<file path="config.mk">
export PLATFORM = sky130hd
export DESIGN_NAME = precise_rob
export DESIGN_NICKNAME = d
export VERILOG_FILES = /design/src/rtl/precise_rob.sv
export SDC_FILE = /design/constraint.sdc
export NUM_CORES = 1
export LEC_CHECK = 0
export ABC_CLOCK_PERIOD_IN_PS = 8720
export BUFFER_PORTS_ARGS = -buffer_cell sky130_fd_sc_hd__buf_2
export CAP_MARGIN = 20
export CELL_PAD_IN_SITES_DETAIL_PLACEMENT = 1
export CELL_PAD_IN_SITES_GLOBAL_PLACEMENT = 1
export CORE_MARGIN = 10
export CORE_UTILIZATION = 54
export DETAILED_ROUTE_END_ITERATION = 8
export PLACE_DENSITY_LB_ADDON = 0.1
export SYNTH_ARGS = -nofsm -noshare
export SYNTH_HDL_FRONTEND = slang
export SYNTH_SLANG_ARGS = --single-unit
</file>
<file path="constraint.sdc">
create_clock -name clk -period 8.72 [get_ports clk]
set_input_delay 1.744 -clock clk [delete_from_list [all_inputs] [get_ports clk]]
set_output_delay 1.744 -clock clk [all_outputs]
set_load 0.01 [all_outputs]
</file>
<file path="src/rtl/precise_rob.sv">
module precise_rob #(
  parameter int DEPTH = 16,
  parameter int INFO_W = 8,
  parameter int AW = 16,
  parameter logic [AW-1:0] ASSIST_BASE = 16'h8000,
  localparam int IW = $clog2(DEPTH)
) (
  input  logic              clk,
  input  logic              rst_n,
  input  logic              alloc_valid,
  input  logic [1:0]        alloc_op,
  input  logic [INFO_W-1:0] alloc_info,
  output logic              alloc_ready,
  output logic [IW-1:0]     alloc_tag,
  input  logic              done_valid,
  input  logic [IW-1:0]     done_tag,
  input  logic              done_fault,
  input  logic [INFO_W-1:0] done_code,
  input  logic              mp_valid,
  input  logic [IW-1:0]     mp_tag,
  input  logic [1:0]        mode,
  output logic              retire_valid,
  output logic [IW-1:0]     retire_tag,
  output logic              redirect_valid,
  output logic [AW-1:0]     assist_addr,
  output logic [INFO_W-1:0] event_info,
  output logic [IW:0]       occupancy
);
  localparam logic [1:0] K_NONE  = 2'b00;
  localparam logic [1:0] K_FAULT = 2'b01;
  localparam logic [IW:0] ONE = 1;
  localparam logic [IW:0] FULL = DEPTH[IW:0];

  logic [IW-1:0]     head_q, tail_q;
  logic [IW:0]       count_q;
  logic              done_q [DEPTH];
  logic [1:0]        kind_q [DEPTH];
  logic [INFO_W-1:0] info_q [DEPTH];

  logic head_ok, alloc_fire;
  logic [IW-1:0] mp_span;
  logic [IW:0] ret_ext;

  assign head_ok        = (count_q != '0) && done_q[head_q];
  assign retire_valid   = head_ok && (kind_q[head_q] == K_NONE);
  assign redirect_valid = head_ok && (kind_q[head_q] != K_NONE);
  assign retire_tag     = head_q;
  assign assist_addr    = {ASSIST_BASE[AW-1:4], kind_q[head_q], mode};
  assign event_info     = info_q[head_q];
  assign occupancy      = count_q;
  assign alloc_ready    = (count_q != FULL) && !redirect_valid && !mp_valid;
  assign alloc_fire     = alloc_valid && alloc_ready;
  assign alloc_tag      = tail_q;
  assign mp_span        = mp_tag - head_q;
  assign ret_ext        = {{IW{1'b0}}, retire_valid};

  always_ff @(posedge clk) begin
    if (!rst_n) begin
      head_q  <= '0;
      tail_q  <= '0;
      count_q <= '0;
    end else if (redirect_valid) begin
      tail_q  <= head_q;
      count_q <= '0;
    end else begin
      head_q <= head_q + {{(IW-1){1'b0}}, retire_valid};
      if (mp_valid) begin
        tail_q  <= mp_tag + 1'b1;
        count_q <= {1'b0, mp_span} + ONE - ret_ext;
      end else begin
        tail_q  <= tail_q + {{(IW-1){1'b0}}, alloc_fire};
        count_q <= count_q + {{IW{1'b0}}, alloc_fire} - ret_ext;
      end
    end
  end

  always_ff @(posedge clk) begin
    for (int i = 0; i < DEPTH; i++) begin
      if (!rst_n) begin
        done_q[i] <= 1'b0;
        kind_q[i] <= K_NONE;
        info_q[i] <= '0;
      end else if (alloc_fire && tail_q == IW'(i)) begin
        done_q[i] <= alloc_op[1];
        kind_q[i] <= alloc_op[1] ? alloc_op : K_NONE;
        info_q[i] <= alloc_info;
      end else if (done_valid && done_tag == IW'(i)) begin
        done_q[i] <= 1'b1;
        if (done_fault) begin
          kind_q[i] <= K_FAULT;
          info_q[i] <= done_code;
        end
      end
    end
  end
endmodule

</file>
==> run summary, run 1 <==
setup TNS -> 0 ns
core region area -> 19590 µm²
FMAX -> 175.7 MHz
IO Port Bufs -> 57
n_diodes -> 0
Power Dens Cells -> 221.0 nW/µm²
vias in the first global route -> 8684
synth unique cells -> 55
syn avg cell area -> 12.68 µm²
Reg area -> 5618 µm²
Placed Area -> 11170 µm²
post-synthesis sequential area ratio -> 0.5173
worst skew pair latency -> 0.45 ns
# Post-CTS Setup Buffers -> 0
Initial Utilization -> 0.5541
Worst Path Required -> 6.98 ns
die area -> 26170 µm²
main combinational cell family by area after synthesis -> compound AO/OA/AOI/OAI gates
critical path launch point type -> flip-flop
routed len/inst -> 33.23 µm
chip width -> 161.8 µm
critical path class -> flip-flop to output pin
XOR/XNOR Fraction of Synth Area -> 0.01176
cts bufs inserted -> 17
Post-Syn Area -> 10850 µm²
slew margin rel. -> 0.2144
# resized after CTS -> 0
clock sink count -> 193
routability-driven placement congestion ratio -> 0.9275
clk root buf -> clkbuf_16
WL final -> 38.08 mm
most frequent cells in the layout -> edfxtp_1, o2bb2ai_1, nand2_1
post-route clock period utilization -> 0.6526
EDFF count, synth -> 175
post-synthesis cell count -> 856
final antenna-violating net count -> 0
Max H-tree Level -> 4
Clock Path Buffers -> 2
status -> finished, final reports clean
Final Max Tran Viols -> 0
Final min period -> 5.691 ns
fraction of layout cells with a size suffix above 1 -> 0.2054
Hold Buf Count CTS -> 0
crit end category -> output pin
worst hold slack -> 0.5029 ns
Die Y -> 161.8 µm
first-pass GRT wire length -> 56.80 mm
max-cap violations -> 0
Final Hold Vio Count -> 0
FP Rows -> 51
CP max FO -> 41
Synth Area in Adders -> 0.02674
P&R area growth vs syn -> 8.346%
Worst Path Arrival -> 3.95 ns
DRT iter0 DRCs -> 992
Seq cells post-synth -> 193
Post-synth ARST share -> 0
final instance area -> 11760 µm²
Hold Crit Class -> flip-flop to flip-flop
Synth Flop Type -> edfxtp_1
commonest non-fill, non-tap cell in the layout -> edfxtp_1
fraction of the mapped netlist area in simple logic gates -> 0.1232
Compound-Gate Fraction of Synth Area -> 0.1594
IO Count -> 74
CTS tree -> done
Total Nets Final -> 924
DP Wirelength -> 27.02 mm
final core occ -> 0.6003
Setup Viol. Count Final -> 0
mux share of post-synthesis cell area -> 0.1154
total gr overflow -> 0
Via Count -> 8411
number of iterations in the first detailed-routing pass -> 6
area of the multi-input gates -> 4783 µm²
clk slew on worst S/H paths -> 0.08 ns
Leakage Power -> 4.137 nW
Final Skew -> 0.01344 ns
RSZ-0062 raised after global routing -> no
initial antenna violation count -> 1
Worst Max-Slew Pin Slew -> 1.174 ns
VDD IR max -> 0.1384 mV
vias per cell -> 7.339
Ys Warns -> 0
GRT Overall Usage -> 0.2901
fillcell total -> 1997
largest net degree at the start of global routing -> 59
DRC -> 0
==> critical path: stages, from the launching register on <==
cell     delay [ns]
dfxtp_2        0.77
buf_4          0.59
mux4_2         0.58
a22oi_1        0.25
nand3_1        0.19
o21ai_2        0.21
buf_4          0.44
nand2_1        0.14
nor2_1         0.14
buf_2          0.15
==> cell families (layout without fill, tap and decap cells) <==
family                     Yosys count  in the layout
adders and majority gates           22             22
xor gates and xnor gates            13             13
muxes                               60             60
and+or+nand+nor                    258            258
other                                2             12
DFF                                193            193
AOI/OAI and AO/OA                  201            201
buffers and inverters              107            122
==> sequential cells by signal, summed over array words and instances (netlist names), named ones only <==
signal,flops
info_q,128
kind_q,32
done_q,16
occupancy,5
alloc_tag,4
retire_tag,4
==> layout make-up <==
class | count | area share
inverter | 24 | 0.007660
clock buffer | 18 | 0.03649
clock inverter | 14 | 0.01319
tap | 265 | 0.02819
multi-input combinational | 566 | 0.4067
timing repair buffer | 66 | 0.03000
sequential | 193 | 0.4777
==> final timing paths <==
path,start,endpoint,slack [ns],cells after the start
setup / recovery,flip-flop,alloc_ready,3.03,9
hold / removal,retire_tag[2]$_SDFFE_PN0N_,alloc_tag[2]$_SDFF_PN0_,0.50,2
hold reg to reg,retire_tag[2]$_SDFFE_PN0N_,alloc_tag[2]$_SDFF_PN0_,0.50,2
setup reg to reg,flip-flop,occupancy[4]$_SDFF_PP0_,3.66,17
==> layer usage <==
layer	global-route usage	up-vias	part of all wire
met2	0.4747	611	0.49
met1	0.3571	4244	0.36
met3	0.06522	140	0.099
li1	-	3414	-
met5	0	-	0.00034
met4	0.1398	2	0.052
==> per-stage QoR <==
stage                     instances  setup WS, ns  total power (W)
after floorplan                 866         4.478         0.001595
after global placement         1113         3.644         0.001779
after detailed placement       1113         3.440         0.001812
after CTS                      1145         2.976         0.002597
after global routing           1146         2.729         0.002703
final                          1146         3.029         0.002599
==> synthesized netlist by cell type (3+ instances only) <==
cell type	instances	area, µm²
edfxtp_1	175	5255
o2bb2ai_1	71	621.9
nand2_1	70	262.8
mux4_2	52	1171
a32o_1	49	490.5
nand3_1	45	225.2
clkbuf_1	40	150.1
nor2_1	40	150.1
and2_1	26	162.7
inv_1	23	86.33
ha_1	20	250.2
dfxtp_1	18	360.4
buf_2	16	80.08
buf_4	15	112.6
nand3b_1	15	112.6
a21oi_1	14	70.07
a22o_1	12	105.1
o22ai_1	12	75.07
nor3_1	11	55.05
a2bb2o_1	10	100.1
buf_1	10	37.54
and3_1	7	43.79
mux2i_1	7	70.07
nor2b_1	7	43.79
nor3_2	6	60.06
o21ai_1	6	30.03
xnor2_1	6	52.55
xor2_1	6	52.55
a211oi_1	5	37.54
nand4_1	5	31.28
nor2_2	5	31.28
a31o_2	4	35.03
nand2b_1	4	25.02
nor3b_1	4	30.03
o21ai_0	4	20.02
o21ai_4	4	65.06
nor4b_1	3	26.28
o21ai_2	3	26.28
or2_2	3	18.77
==> where the power goes <==
| group | switching (W) | internal [W] |
|---|---|---|
| combinational | 0.000400 | 0.000258 |
| clock | 0.000394 | 0.000410 |
| sequential | 0.0000618 | 0.00108 |
| total | 0.000855 | 0.00174 |
(Power assumes the default switching activity.)
==> inputs of run 2 (changes only) <==
--- a/config.mk
+++ b/config.mk
@@ -5,13 +5,13 @@
 export SDC_FILE = /design/constraint.sdc
 export NUM_CORES = 1
 export LEC_CHECK = 0
-export ABC_CLOCK_PERIOD_IN_PS = 8720
+export ABC_CLOCK_PERIOD_IN_PS = 4600
 export BUFFER_PORTS_ARGS = -buffer_cell sky130_fd_sc_hd__buf_2
 export CAP_MARGIN = 20
 export CELL_PAD_IN_SITES_DETAIL_PLACEMENT = 1
 export CELL_PAD_IN_SITES_GLOBAL_PLACEMENT = 1
 export CORE_MARGIN = 10
-export CORE_UTILIZATION = 54
+export CORE_UTILIZATION = 45
 export DETAILED_ROUTE_END_ITERATION = 8
 export PLACE_DENSITY_LB_ADDON = 0.1
 export SYNTH_ARGS = -nofsm -noshare
==> constraint.sdc (replaced) <==
create_clock -name clk -period 4.6 [get_ports clk]
set_input_delay 0.92 -clock clk [delete_from_list [all_inputs] [get_ports clk]]
set_output_delay 0.92 -clock clk [all_outputs]
set_load 0.01 [all_outputs]
==> run 2 against run 1 <==
Effect of this change:
- final cell count up 6.6%
- non-clock buffer count grew 22
- critical endpoint is now redirect_valid
- largest cell class unchanged
- largest power group unchanged
- sequential share of layout area is 0.97 points lower
==> run summary, run 2 (same netlist as run 1, synthesis figures left out) <==
status -> finished, final reports clean
min setup slack post-route -> 0.4887 ns (-2.540 ns)
CP max FO -> 41 (unchanged)
final instance area -> 12010 µm² (+2.1%)
DRC -> 0 (unchanged)
fraction of layout cells with a size suffix above 1 -> 0.2248 (+0.01936)
vias per cell -> 6.618 (-9.8%)
Biggest register -> info_q
largest registers -> info_q: 128 flops, kind_q: 32 flops, done_q: 16 flops
Leakage Power -> 4.248 nW (+2.7%)
dpl ws -> 0.9371 ns (-2.503 ns)
crit end category -> output pin
Max H-tree Level -> 4 (unchanged)
Final Skew -> 0.01529 ns (+0.001848 ns)
IO Port Bufs -> 57 (unchanged)
Setup Viol. Count Final -> 0 (unchanged)
routability-driven placement congestion ratio -> 0.8890 (-4.2%)
number of iterations in the first detailed-routing pass -> 6 (unchanged)
max reg flops -> 128 (unchanged)
GRT Overall Usage -> 0.2408 (-0.04922)
commonest non-fill, non-tap cell in the layout -> edfxtp_1
Hold Crit Class -> flip-flop to flip-flop
Worst Path Required -> 3.68 ns (-3.30 ns)
critical path class -> flip-flop to output pin
VDD IR max -> 0.2487 mV (+80%)
n_diodes -> 0 (unchanged)
P&R area growth vs syn -> 10.65%
Power Total -> 0.004977 W (+91%)
Power Dens Cells -> 414.4 nW/µm² (+87%)
RSZ-0062 raised after global routing -> no
FP Rows -> 56 (+9.8%)
Worst Path Arrival -> 3.19 ns (-0.76 ns)
chip width -> 175.3 µm (+8.4%)
clk slew on worst S/H paths -> 0.08 ns (about the same)
initial antenna violation count -> 0 (-1)
die area -> 30730 µm² (+17%)
setup TNS -> 0 ns (unchanged)
worst skew pair latency -> 0.44 ns (about the same)
Placed Area -> 11410 µm² (+2.2%)
total gr overflow -> 0 (unchanged)
slew margin rel. -> 0.3591 (+0.1446)
CTS tree -> done
first-pass GRT wire length -> 55.55 mm (-2.2%)
IO Count -> 74 (unchanged)
Clock Path Buffers -> 2 (unchanged)
clock sink count -> 193 (unchanged)
# resized after CTS -> 0 (unchanged)
Final Max Tran Viols -> 0 (unchanged)
Hold Buf Count CTS -> 0 (unchanged)
DP Wirelength -> 27.54 mm (+1.9%)
vias in the first global route -> 8476 (-2.4%)
Final Hold Vio Count -> 0 (unchanged)
Worst Max-Slew Pin Slew -> 0.9604 ns (-0.2137 ns)
Final min period -> 4.111 ns
final core occ -> 0.5086 (-0.09167)
critical path launch point type -> flip-flop
Die Y -> 175.3 µm (+8.4%)
cts bufs inserted -> 17 (unchanged)
largest net degree at the start of global routing -> 42 (-29%)
most frequent cells in the layout -> edfxtp_1, o2bb2ai_1, nand2_1
routed len/inst -> 30.69 µm (-7.7%)
WL final -> 37.50 mm (-1.5%)
post-route clock period utilization -> 0.8938
DRT iter0 DRCs -> 896 (-9.7%)
FMAX -> 243.2 MHz
core region area -> 23610 µm² (+21%)
final antenna-violating net count -> 0 (unchanged)
clk root buf -> clkbuf_16
max-cap violations -> 0 (unchanged)
Total Nets Final -> 946 (+2.4%)
Via Count -> 8087 (-3.9%)
Initial Utilization -> 0.4597 (-0.09439)
# Post-CTS Setup Buffers -> 0 (unchanged)
## run 2: final cells by class
cell class / count / area (µm²)
Clock buffer: 18 / 429.2
Clock inverter: 14 / 170.2
Sequential cell: 193 / 5620
Multi-Input combinational cell: 566 / 4783
Tap cell: 319 / 399.1
Inverter: 24 / 90.09
Timing Repair Buffer: 88 / 518.0
Fill cell: 2431 / 11600
## run 2: worst paths after layout
| kind | slack (ns) | start | end | depth (start not counted) |
|---|---|---|---|---|
| setup reg to reg | 0.90 | flip-flop | kind_q[3][0]$_SDFFCE_PP1P_ | 9 |
| hold / removal | 0.51 | retire_tag[2]$_SDFFE_PN0N_ | alloc_tag[2]$_SDFF_PN0_ | 2 |
| hold reg to reg | 0.51 | retire_tag[2]$_SDFFE_PN0N_ | alloc_tag[2]$_SDFF_PN0_ | 2 |
| setup / recovery | 0.49 | flip-flop | redirect_valid | 7 |
## run 2: layer usage
metal  global-route usage  up-vias  part of all wire
met3              0.04075       59             0.059
met4              0.08230        0             0.027
li1                     -     3457                 -
met2               0.4114      352              0.50
met1               0.3034     4219              0.41
met5                    0        -                 0
## run 2: stage by stage
step,hold WS [ns],instances
2_1_floorplan,0.5008,866
3_3_place_gp,0.4938,1190
3_5_place_dp,0.4982,1190
4_1_cts,0.5089,1222
5_1_grt,0.5456,1222
6_report,0.5098,1222
## run 2: where the power goes
group	internal, W	total (W)	switching [W]
sequential	0.00204	0.00215	0.000110
combinational	0.000506	0.00127	0.000768
clock	0.000820	0.00155	0.000731
total	0.00337	0.00498	0.00161
## run 2: worst max-delay path, stage by stage, from the launching register on
cell     delay (ns)
dfxtp_4        0.55
mux4_2         0.56
a22oi_1        0.22
nand3_1        0.19
o21ai_2        0.21
buf_4          0.43
inv_2          0.34
buf_2          0.24
